`config.mk`:
```
export PLATFORM = sky130hd
export DESIGN_NAME = strobe_watchdog
export DESIGN_NICKNAME = d
export VERILOG_FILES = /design/src/rtl/wdog_pkg.sv /design/src/rtl/wdog_strobe_sync.sv /design/src/rtl/wdog_cycle_ctr.sv /design/src/rtl/strobe_watchdog.sv
export SDC_FILE = /design/constraint.sdc
export NUM_CORES = 1
export LEC_CHECK = 0
export BUFFER_PORTS_ARGS = -buffer_cell sky130_fd_sc_hd__buf_4
export CORE_ASPECT_RATIO = 0.9
export CORE_MARGIN = 2
export CORE_UTILIZATION = 62
export CTS_BUF_LIST = sky130_fd_sc_hd__clkbuf_4 sky130_fd_sc_hd__clkbuf_8 sky130_fd_sc_hd__clkbuf_16
export CTS_CLUSTER_SIZE = 16
export DETAILED_ROUTE_END_ITERATION = 10
export PLACE_DENSITY = 0.86
export SYNTH_ARGS = -nofsm -noshare
export SYNTH_HDL_FRONTEND = slang
export SYNTH_SLANG_ARGS = --single-unit
```
`constraint.sdc`:
```
create_clock -name clk_i -period 2.7 [get_ports clk_i]
set_input_delay 0.27 -clock clk_i [delete_from_list [all_inputs] [get_ports clk_i]]
set_output_delay 0.27 -clock clk_i [all_outputs]
set_load 0.005 [all_outputs]
```
`src/rtl/wdog_pkg.sv`:
```
package wdog_pkg;

  typedef enum logic {
    WD_TIMING = 1'b0,
    WD_PULSE  = 1'b1
  } wd_state_e;

  // Bits needed to count cycles 0 .. lim-1.
  function automatic int unsigned cnt_w(input int unsigned lim);
    return (lim <= 2) ? 1 : $clog2(lim);
  endfunction

endpackage

```
`src/rtl/wdog_strobe_sync.sv`:
```
module wdog_strobe_sync #(
  parameter int unsigned SYNC_STAGES = 2
) (
  input  logic clk_i,
  input  logic rst_n_i,
  input  logic strobe_i,
  output logic fall_o
);
  // chain_q[0 .. SYNC_STAGES-1] synchronize, chain_q[SYNC_STAGES] holds the previous level
  logic [SYNC_STAGES:0] chain_q;

  always_ff @(posedge clk_i or negedge rst_n_i) begin
    if (!rst_n_i) chain_q[0] <= 1'b0;
    else          chain_q[0] <= strobe_i;
  end

  for (genvar g = 1; g <= SYNC_STAGES; g++) begin : g_stage
    always_ff @(posedge clk_i or negedge rst_n_i) begin
      if (!rst_n_i) chain_q[g] <= 1'b0;
      else          chain_q[g] <= chain_q[g-1];
    end
  end

  assign fall_o = chain_q[SYNC_STAGES] & ~chain_q[SYNC_STAGES-1];
endmodule

```
`src/rtl/wdog_cycle_ctr.sv`:
```
module wdog_cycle_ctr #(
  parameter int unsigned LIMIT = 16
) (
  input  logic clk_i,
  input  logic rst_n_i,
  input  logic run_i,
  input  logic clr_i,
  output logic last_o
);
  localparam int unsigned CW = wdog_pkg::cnt_w(LIMIT);
  localparam logic [CW-1:0] LAST_VAL = CW'(LIMIT - 1);

  logic [CW-1:0] cnt_q;
  logic          at_end;

  assign at_end = (cnt_q == LAST_VAL);

  always_ff @(posedge clk_i or negedge rst_n_i) begin
    if (!rst_n_i)     cnt_q <= '0;
    else if (clr_i)   cnt_q <= '0;
    else if (run_i)   cnt_q <= at_end ? '0 : cnt_q + CW'(1);
  end

  assign last_o = run_i & at_end;
endmodule

```
`src/rtl/strobe_watchdog.sv`:
```
module strobe_watchdog
  import wdog_pkg::*;
#(
  parameter int unsigned TIMEOUT_CYC = 125_000_000,
  parameter int unsigned PULSE_CYC   = 16_250_000,
  parameter int unsigned SYNC_STAGES = 2
) (
  input  logic clk_i,
  input  logic sys_rst_n_i,
  input  logic strobe_i,
  output logic wd_stat_n_o
);
  wd_state_e state_q, state_d;
  logic kick_w;
  logic tmr_last_w;
  logic pls_last_w;
  logic in_pulse_w;

  assign in_pulse_w = (state_q == WD_PULSE);

  wdog_strobe_sync #(.SYNC_STAGES(SYNC_STAGES)) sync_i (
    .clk_i    (clk_i),
    .rst_n_i  (sys_rst_n_i),
    .strobe_i (strobe_i),
    .fall_o   (kick_w)
  );

  // Timeout counter: restarted by a kick, idle and cleared during a pulse.
  wdog_cycle_ctr #(.LIMIT(TIMEOUT_CYC)) tmr_i (
    .clk_i   (clk_i),
    .rst_n_i (sys_rst_n_i),
    .run_i   (~in_pulse_w),
    .clr_i   (kick_w | in_pulse_w),
    .last_o  (tmr_last_w)
  );

  // Pulse-width counter: only runs while the status is low.
  wdog_cycle_ctr #(.LIMIT(PULSE_CYC)) pls_i (
    .clk_i   (clk_i),
    .rst_n_i (sys_rst_n_i),
    .run_i   (in_pulse_w),
    .clr_i   (~in_pulse_w),
    .last_o  (pls_last_w)
  );

  always_comb begin
    state_d = state_q;
    unique case (state_q)
      WD_TIMING: if (tmr_last_w && !kick_w) state_d = WD_PULSE;
      WD_PULSE:  if (pls_last_w)            state_d = WD_TIMING;
      default:                              state_d = WD_TIMING;
    endcase
  end

  always_ff @(posedge clk_i or negedge sys_rst_n_i) begin
    if (!sys_rst_n_i) state_q <= WD_TIMING;
    else              state_q <= state_d;
  end

  assign wd_stat_n_o = ~in_pulse_w;
endmodule

```
==> reports/metrics.csv, run 1 <==
stage,metric,value,unit
run_status,outcome,"finished, violations left",
run_status,violations,negative hold slack,
layout,fillers,316,
worst_setup_path,crit_required,2.88,ns
sta,tightest_slew,0.656,ns
cts,hold_buffers,0,
sta,setup_viol,0,
floorplanning,die-area,5060,sq um
layout,area_growth,8.37,%
grt,grt_max_degree,56,
sta,final.min_clock_period,2.36,ns
floorplanning,core_area,4400,sq um
layout,antenna_cells,0,
power_and_ir_drop,cellPowerDensity,521,nW/um^2
yosys,syn_area,2790,sq um
cts,root_buffer,clkbuf_8,
grt,antenna_found_initial,0,
cts,post_cts_resized,0,
yosys,syn-instance-count,285,
worst_setup_path,crit_type,reg -> reg,
yosys,synth.cells.most_frequent,"55 x dfrtp_1, 37 x nor2_1, 21 x a21oi_1, 21 x nand4_1, 15 x nand2_1",
yosys,syn_nets,290,
min_path,hp-class,in -> async,
cts,cts_tree,yes,
yosys,seq_area_frac_synth,49.3,%
flow_run,cap_viol_max_count,0,
yosys,synth_edf_count,0,
route,drcViolationCount,0,
floorplanning,die_w,74.8,microns
yosys,synth.distinct_cells,41,
sta,drv_slew,0,
yosys,ys_ff_latch,55,
cts,clock_path_buffers,2,
floorplanning,start_util,63.5,%
floorplanning,ioPinCount,4,
place,port_buffers,3,
cts,post_cts.repair.setup_buffers,0,
place,place_congestion,0.881,
cts,clk_latency,0.31,ns
route,wirelength,5.51,mm
sta,rsz0062_at_grt,false,
yosys,async_reset_ff_share,100,%
sta,setup_tns,0,ns
sta,period_share,87.4,%
route,ant_nets,0,
grt,grt_pass1_wl,9.37,mm
floorplanning,dieHeight,67.7,microns
yosys,synth.area.top_cells,"dfrtp_1 49%, nor2_1 5.0%, nand4_1 4.7%",
place,place_hpwl,3.78,mm
yosys,postSynthAreaPerCell,9.80,sq um
layout,drive_gt1_share,10.2,%
worst_setup_path,worstPathArrival,2.54,ns
grt,grt_pass1_vias,2014,
worst_setup_path,endpoint_kind,register,
layout,fin_util,68.8,%
cts,cts_sinks,55,
route,drtPass1Iterations,5,
cts,h-tree-depth,2,
grt,grt_overflow,0,
power_and_ir_drop,leakage,0.00116,uW
cts,clk_pin_slew,0.10,ns
route,post_drt_wl_per_cell,15.5,microns
yosys,ys_warn_count,0,
power_and_ir_drop,peakVddDrop,0.440,mV
yosys,synthFlopType,dfrtp_1,
sta,fmax,0.424,GHz
route,vias,2245,
yosys,synth_top_area_cell,dfrtp_1,
route,via_per_inst,6.31,
place,dpl_worst_slack,0.353,ns
route,drtIter0Drc,234,
sta,setup_slack,0.339,ns
grt,grt_util_all_layers,24.6,%
yosys,yosysMostFrequentCell,dfrtp_1,
cts,cts_buffers,5,
yosys,netlist.area_leader.share,49.3,%
sta,slew_headroom,56.3,%
sta,holdWs,-0.00953,ns
worst_setup_path,setup.worst_path.start_class,register,
worst_setup_path,critPathMaxFanout,17,
sta,finClkSkew,0.0121,ns
floorplanning,rows,23,
layout,nets,298,
sta,hold_violations,21,
-- registers in the layout (all words and copies together), names as in the netlist --
register	flops
sync_i.chain_q	3
in_pulse_w	1
pls_i.cnt_q	24
tmr_i.cnt_q	27
-- layout make-up --
class	instances	area, sq um	share of cell area [%]
repair buffers	8	60.1	1.98
multi-input cells	213	1340	44.3
well taps	62	77.6	2.56
flip-flops and latches	55	1380	45.5
clock inverters	2	60.1	1.98
clock buffers	6	76.3	2.52
inverters	10	37.5	1.24
-- logic make-up after synthesis --
| family | Yosys count | share of synthesized area, % |
|---|---|---|
| simple gates | 137 | 28.0 |
| buf+inv | 17 | 2.78 |
| xor+xnor | 24 | 7.52 |
| compound gates | 49 | 11.2 |
| fa+ha+maj | 2 | 0.896 |
| mux | 1 | 0.358 |
| flops | 55 | 49.3 |
-- power breakdown --
part | total, uW | switching [uW] | internal (uW)
Clock | 638 | 257 | 381
Combinational | 65.3 | 39.9 | 25.4
Sequential | 874 | 28.2 | 846
Total | 1580 | 325 | 1250
-- critical path, stage by stage, from the launching register on --
cell     delay [ns]
dfrtp_1        0.41
ha_1           0.21
nand3_2        0.13
or4_1          0.54
o41ai_4        0.54
buf_4          0.32
a21oi_1        0.07
-- stage by stage --
step                      cell area (sq um)  std cells  total power (uW)
final                                  3030        356              1580
after global routing                   3030        356              1640
after CTS                              3030        356              1590
after detailed placement               2890        348               958
after global placement                 2890        348               953
after floorplan                        2790        285               923
-- layer usage --
metal  track usage (%)  routed length, microns
met5                 0                       0
met4              8.26                      81
met3              5.52                     308
met2              36.3                    2530
met1              36.1                    2590
-- placed cells by master (no fill, tap or decap), types with 2 or more instances in the layout --
cell       synthesis  layout
a21oi_1           21      21
a31o_2             2       2
and2_1             2       2
and3_1             4       4
and4_1             7       7
buf_4              0       8
bufinv_16          0       2
clkbuf_8           0       5
dfrtp_1           55      55
ha_1               2       2
inv_1             10      10
nand2_1           15      15
nand3_1           11      11
nand4_1           21      21
nor2_1            37      37
nor3_1             5       5
nor4_1             2       2
o21ai_0           12      12
o31ai_1            8       8
or3_1              8       8
or3_2              2       2
or4_1             13      13
xnor2_1           11      11
xor2_1            13      13
-- final timing paths --
kind | start | to | slack, ns | depth (start not counted)
worst max register to register | pls_i.cnt_q[0]$_DFF_PN0_ | pls_i.cnt_q[13]$_DFF_PN0_ | 0.34 | 6
worst min-delay path | sys_rst_n_i | tmr_i.cnt_q[18]$_DFFE_PN0P_ | -0.01 | 1
worst max-delay path | pls_i.cnt_q[0]$_DFF_PN0_ | pls_i.cnt_q[13]$_DFF_PN0_ | 0.34 | 6
max in group asynchronous | sys_rst_n_i | tmr_i.cnt_q[0]$_DFFE_PN0P_ | 2.27 | 1
worst min register to register | sync_i.chain_q[0]$_DFF_PN0_ | sync_i.chain_q[1]$_DFF_PN0_ | 0.37 | 0
min in group clk_i | strobe_i | sync_i.chain_q[0]$_DFF_PN0_ | 0.07 | 1
Note: power is estimated with default switching activity, not from simulation.
==> run 2, diff against run 1 <==
Clock period 2.7 ns to 2.3 ns, I/O delays scaled along.
==> reports/metrics.csv, run 2 (synthesis results as in run 1) <==
stage,metric,value,unit
sta,drv_slew,0,
route,via_per_inst,6.36,
route,drtPass1Iterations,5,
worst_setup_path,crit_type,reg -> reg,
route,ant_nets,0,
run_status,outcome,finished clean,
place,place_hpwl,4.15,mm
layout,antenna_cells,0,
route,wirelength,6.01,mm
worst_setup_path,max_stage_delay,0.55,ns
route,vias,2308,
floorplanning,die-area,5060,sq um
layout,drive_gt1_share,13.0,%
route,drtIter0Drc,236,
grt,grt_pass1_vias,2072,
route,post_drt_wl_per_cell,16.5,microns
sta,period_share,94.6,%
grt,grt_overflow,0,
floorplanning,rows,23,
min_path,hp-class,in -> reg,
layout,final_cell_mix,"55 x dfrtp_1, 37 x nor2_1, 21 x nand4_1, 21 x a21oi_1, 15 x nand2_1",
worst_setup_path,critPathMaxFanout,16,
sta,setup_tns,0,ns
worst_setup_path,endpoint_kind,register,
layout,nets,305,
power_and_ir_drop,leakage,0.00119,uW
sta,holdWs,0.0178,ns
cts,cts_tree,yes,
sta,finClkSkew,0.00848,ns
cts,clk_pin_slew,0.10,ns
cts,root_buffer,clkbuf_8,
floorplanning,ioPinCount,4,
place,post_dp_cell_area,2950,sq um
sta,fmax,0.460,GHz
layout,fin_util,70.6,%
flow_run,cap_viol_max_count,0,
cts,h-tree-depth,2,
sta,final.min_clock_period,2.18,ns
floorplanning,die_w,74.8,microns
worst_setup_path,cp_cell_sequence,ha_2 -> nand3_2 -> or4_1 -> o41ai_4 -> buf_6 -> o21ai_0,
layout,final_common_cell,dfrtp_1,
cts,cts_sinks,55,
worst_setup_path,slowest_stage,or4_1,
grt,grt_max_degree,56,
layout,largest_register,tmr_i.cnt_q,
sta,hold_violations,0,
worst_setup_path,setup.worst_path.start_class,register,
grt,grt_util_all_layers,25.6,%
cts,cts_buffers,5,
cts,clk_latency,0.31,ns
place,place_congestion,0.937,
worst_setup_path,crit_required,2.49,ns
cts,clock_path_buffers,2,
layout,fillers,330,
layout,design_area,3110,sq um
route,drcViolationCount,0,
place,port_buffers,3,
layout,area_growth,11.3,%
grt,grt_pass1_wl,9.78,mm
power_and_ir_drop,peakVddDrop,0.613,mV
sta,slew_headroom,54.6,%
layout,finalNonFillerCells,363,
layout,largest_register_ffs,27,
worst_setup_path,crit_family,simple AND/OR/NAND/NOR gates,
power_and_ir_drop,cellPowerDensity,602,nW/um^2
layout,reg_top3,"tmr_i.cnt_q x27, pls_i.cnt_q x24, sync_i.chain_q x3",
sta,setup_viol,0,
worst_setup_path,worstPathArrival,2.36,ns
floorplanning,start_util,63.5,%
worst_setup_path,crit_buf_inv,1,
sta,tightest_slew,0.681,ns
floorplanning,dieHeight,67.7,microns
place,place_inst,354,
cts,post_cts.repair.setup_buffers,0,
floorplanning,core_area,4400,sq um
grt,antenna_found_initial,0,
## run 2: changes by cell type in the layout (fill, tap and decap cells not counted)
cell / delta
buf_6: +1
buf_12: +1
ha_2: +1
or4_4: +2
buf_4: +4
dlygate4sd3_1: +1
or4_1: -2
ha_1: -1
## run 2: final timing paths
check / startpoint / to / slack [ns] / depth (start not counted)
max reg2reg: pls_i.cnt_q[0]$_DFF_PN0_ / in_pulse_w$_DFF_PN0_ / 0.12 / 6
min in group asynchronous: sys_rst_n_i / pls_i.cnt_q[18]$_DFF_PN0_ / 0.50 / 2
max in group asynchronous: sys_rst_n_i / tmr_i.cnt_q[13]$_DFFE_PN0P_ / 1.35 / 2
max: pls_i.cnt_q[0]$_DFF_PN0_ / in_pulse_w$_DFF_PN0_ / 0.12 / 6
min: strobe_i / sync_i.chain_q[0]$_DFF_PN0_ / 0.02 / 1
min reg2reg: sync_i.chain_q[0]$_DFF_PN0_ / sync_i.chain_q[1]$_DFF_PN0_ / 0.36 / 0
## run 2: area by class of cell
cell class	count	area, sq um	area share (%)
clock buffer	6	76.3	2.45
inverter	10	37.5	1.21
timing repair buffer	15	131	4.23
tap	62	77.6	2.49
clock inverter	2	60.1	1.93
sequential	55	1380	44.3
multi-input combinational	213	1350	43.4
## run 2: stage by stage
stage	setup WS, ns	power, uW
after floorplan	0.194	1080
after global placement	0.184	1120
after detailed placement	0.0949	1130
after CTS	0.0745	1880
after global routing	-0.00485	1930
final	0.124	1870
## run 2: what timing repair did
item                                    CTS  global route
hold endpoints to repair                 55             0
endpoints found under the setup margin    0             5
hold buffers                              1             0
resized for setup                         0             4
## run 2: power breakdown
part / internal, uW / leakage, uW / switching, uW / total [uW]
logic: 33.4 / 0.000369 / 51.3 / 84.7
registers: 993 / 0.000757 / 32.3 / 1030
clock network: 447 / 0.0000688 / 313 / 760
total: 1470 / 0.00119 / 397 / 1870
## run 2: per-layer routing
| metal | vias to the layer above | wire, microns | global-route usage (%) |
|---|---|---|---|
| li1 | 1083 | - | - |
| met1 | 1109 | 2760 | 37.3 |
| met2 | 100 | 2760 | 39.3 |
| met3 | 16 | 396 | 5.37 |
| met4 | 0 | 92 | 6.47 |
| met5 | - | 0 | 0 |
==> run 3, diff against run 2 <==
Settings changed: BUFFER_PORTS_ARGS -buffer_cell sky130_fd_sc_hd__buf_4 to unset, DONT_BUFFER_PORTS set to 1, PLACE_DENSITY 0.86 to 0.85.
==> reports/metrics.csv, run 3 (synthesis results as in run 1) <==
stage,metric,value,unit
floorplanning,rows,23,
route,vias,2253,
cts,cts_tree,yes,
layout,largest_register_ffs,27,
grt,grt_util_all_layers,26.2,%
run_status,outcome,finished clean,
route,via_per_inst,6.21,
route,drcViolationCount,0,
layout,reg_top3,"tmr_i.cnt_q x27, pls_i.cnt_q x24, sync_i.chain_q x3",
place,dpl_worst_slack,0.112,ns
grt,grt_overflow,0,
floorplanning,ioPinCount,4,
layout,largest_register,tmr_i.cnt_q,
sta,slew_headroom,74.6,%
route,wirelength,5.94,mm
cts,cts_buffers,5,
route,ant_nets,0,
place,post_dp_cell_area,2920,sq um
worst_setup_path,critPathMaxFanout,10,
floorplanning,core_area,4400,sq um
layout,area_growth,10.7,%
floorplanning,die-area,5060,sq um
flow_run,cap_viol_max_count,0,
sta,setup_slack,0.179,ns
cts,root_buffer,clkbuf_8,
cts,post_cts.repair.setup_buffers,0,
sta,hold_violations,0,
grt,grt_pass1_vias,2070,
place,port_buffers,0,
sta,setup_viol,0,
sta,holdWs,0.375,ns
sta,tightest_slew,0.382,ns
min_path,hp-class,reg -> reg,
sta,setup_tns,0,ns
route,drtPass1Iterations,4,
sta,fmax,0.471,GHz
cts,h-tree-depth,2,
layout,multi_input_area,1350,sq um
worst_setup_path,crit_required,2.54,ns
grt,antenna_found_initial,0,
sta,final.min_clock_period,2.12,ns
floorplanning,start_util,63.5,%
worst_setup_path,crit_type,reg -> reg,
power_and_ir_drop,leakage,0.00119,uW
layout,fillers,322,
layout,design_area,3090,sq um
grt,grt_pass1_wl,10.0,mm
layout,nets,305,
layout,antenna_cells,0,
cts,clk_pin_slew,0.10,ns
worst_setup_path,endpoint_kind,register,
sta,finClkSkew,0.00948,ns
route,drtIter0Drc,272,
power_and_ir_drop,cellPowerDensity,573,nW/um^2
floorplanning,die_w,74.8,microns
worst_setup_path,worstPathArrival,2.36,ns
layout,regArea,1380,sq um
sta,rsz0062_at_grt,false,
place,place_hpwl,4.19,mm
layout,final_common_cell,dfrtp_1,
cts,clk_latency,0.30,ns
route,post_drt_wl_per_cell,16.4,microns
floorplanning,dieHeight,67.7,microns
sta,drv_slew,0,
cts,clock_path_buffers,2,
cts,cts_sinks,55,
place,place_congestion,0.921,
power_and_ir_drop,peakVddDrop,0.698,mV
sta,period_share,92.2,%
layout,final_cell_mix,"55 x dfrtp_1, 37 x nor2_1, 21 x nand4_1, 21 x a21oi_1, 15 x nand2_1",
worst_setup_path,setup.worst_path.start_class,register,
layout,drive_gt1_share,12.3,%
grt,grt_max_degree,56,
power_and_ir_drop,p_total,1770,uW
run 3: changes by cell type in the layout (fill, tap and decap cells not counted):
cell,before,now
buf_6,1,0
clkbuf_4,1,0
clkinv_2,0,1
clkbuf_8,5,6
ha_1,1,2
ha_2,1,0
bufinv_16,2,1
buf_16,0,1
dlygate4sd3_1,1,2
buf_12,1,0
run 3: stage by stage:
stage / cells / utilization (%)
after floorplan: 285 / -
after global placement: 352 / 66.4
after detailed placement: 352 / 66.4
after CTS: 363 / 70.1
after global routing: 363 / 70.3
final: 363 / 70.3
run 3: worst max-delay path, cell delays in order (launching register included):
cell	delay [ns]
dfrtp_1	0.46
nand4_2	0.18
or4b_1	0.71
or4b_4	0.57
a21oi_2	0.13
run 3: timing repair:
action	4_1_cts	5_1_grt
hold buffers	3	0
resized for setup	0	2
endpoints found under the setup margin	0	2
hold endpoints to repair	56	0
run 3: area by class of cell:
type | count | share of cell area, %
Sequential cell | 55 | 44.5
Tap cell | 62 | 2.51
Clock inverter | 2 | 1.13
Multi-Input combinational cell | 213 | 43.6
Clock buffer | 6 | 2.67
Timing Repair Buffer | 15 | 4.45
Inverter | 10 | 1.21
run 3: layer usage:
layer | routed length (microns) | global-route usage [%] | vias up
met2 | 2750 | 39.5 | 75
li1 | - | - | 1085
met3 | 314 | 4.78 | 6
met1 | 2820 | 39.6 | 1087
met4 | 55 | 5.80 | 0
met5 | 0 | 0 | -
run 3: power breakdown:
part           switching [uW]  internal (uW)  total (uW)
clock network             300            353         653
registers                34.5            993        1030
logic                    56.4           36.8        93.2
total                     391           1380        1770
run 3: path summary, 6_finish.rpt:
check,cells past startpoint,startpoint,slack [ns],end
setup / recovery,4,tmr_i.cnt_q[6]$_DFFE_PN0P_,0.18,tmr_i.cnt_q[25]$_DFFE_PN0P_
hold / removal,0,sync_i.chain_q[0]$_DFF_PN0_,0.37,sync_i.chain_q[1]$_DFF_PN0_
setup reg to reg,4,tmr_i.cnt_q[6]$_DFFE_PN0P_,0.18,tmr_i.cnt_q[25]$_DFFE_PN0P_
hold reg to reg,0,sync_i.chain_q[0]$_DFF_PN0_,0.37,sync_i.chain_q[1]$_DFF_PN0_
max in group asynchronous,2,sys_rst_n_i,1.62,tmr_i.cnt_q[5]$_DFFE_PN0P_
min in group asynchronous,2,sys_rst_n_i,0.44,pls_i.cnt_q[21]$_DFF_PN0_
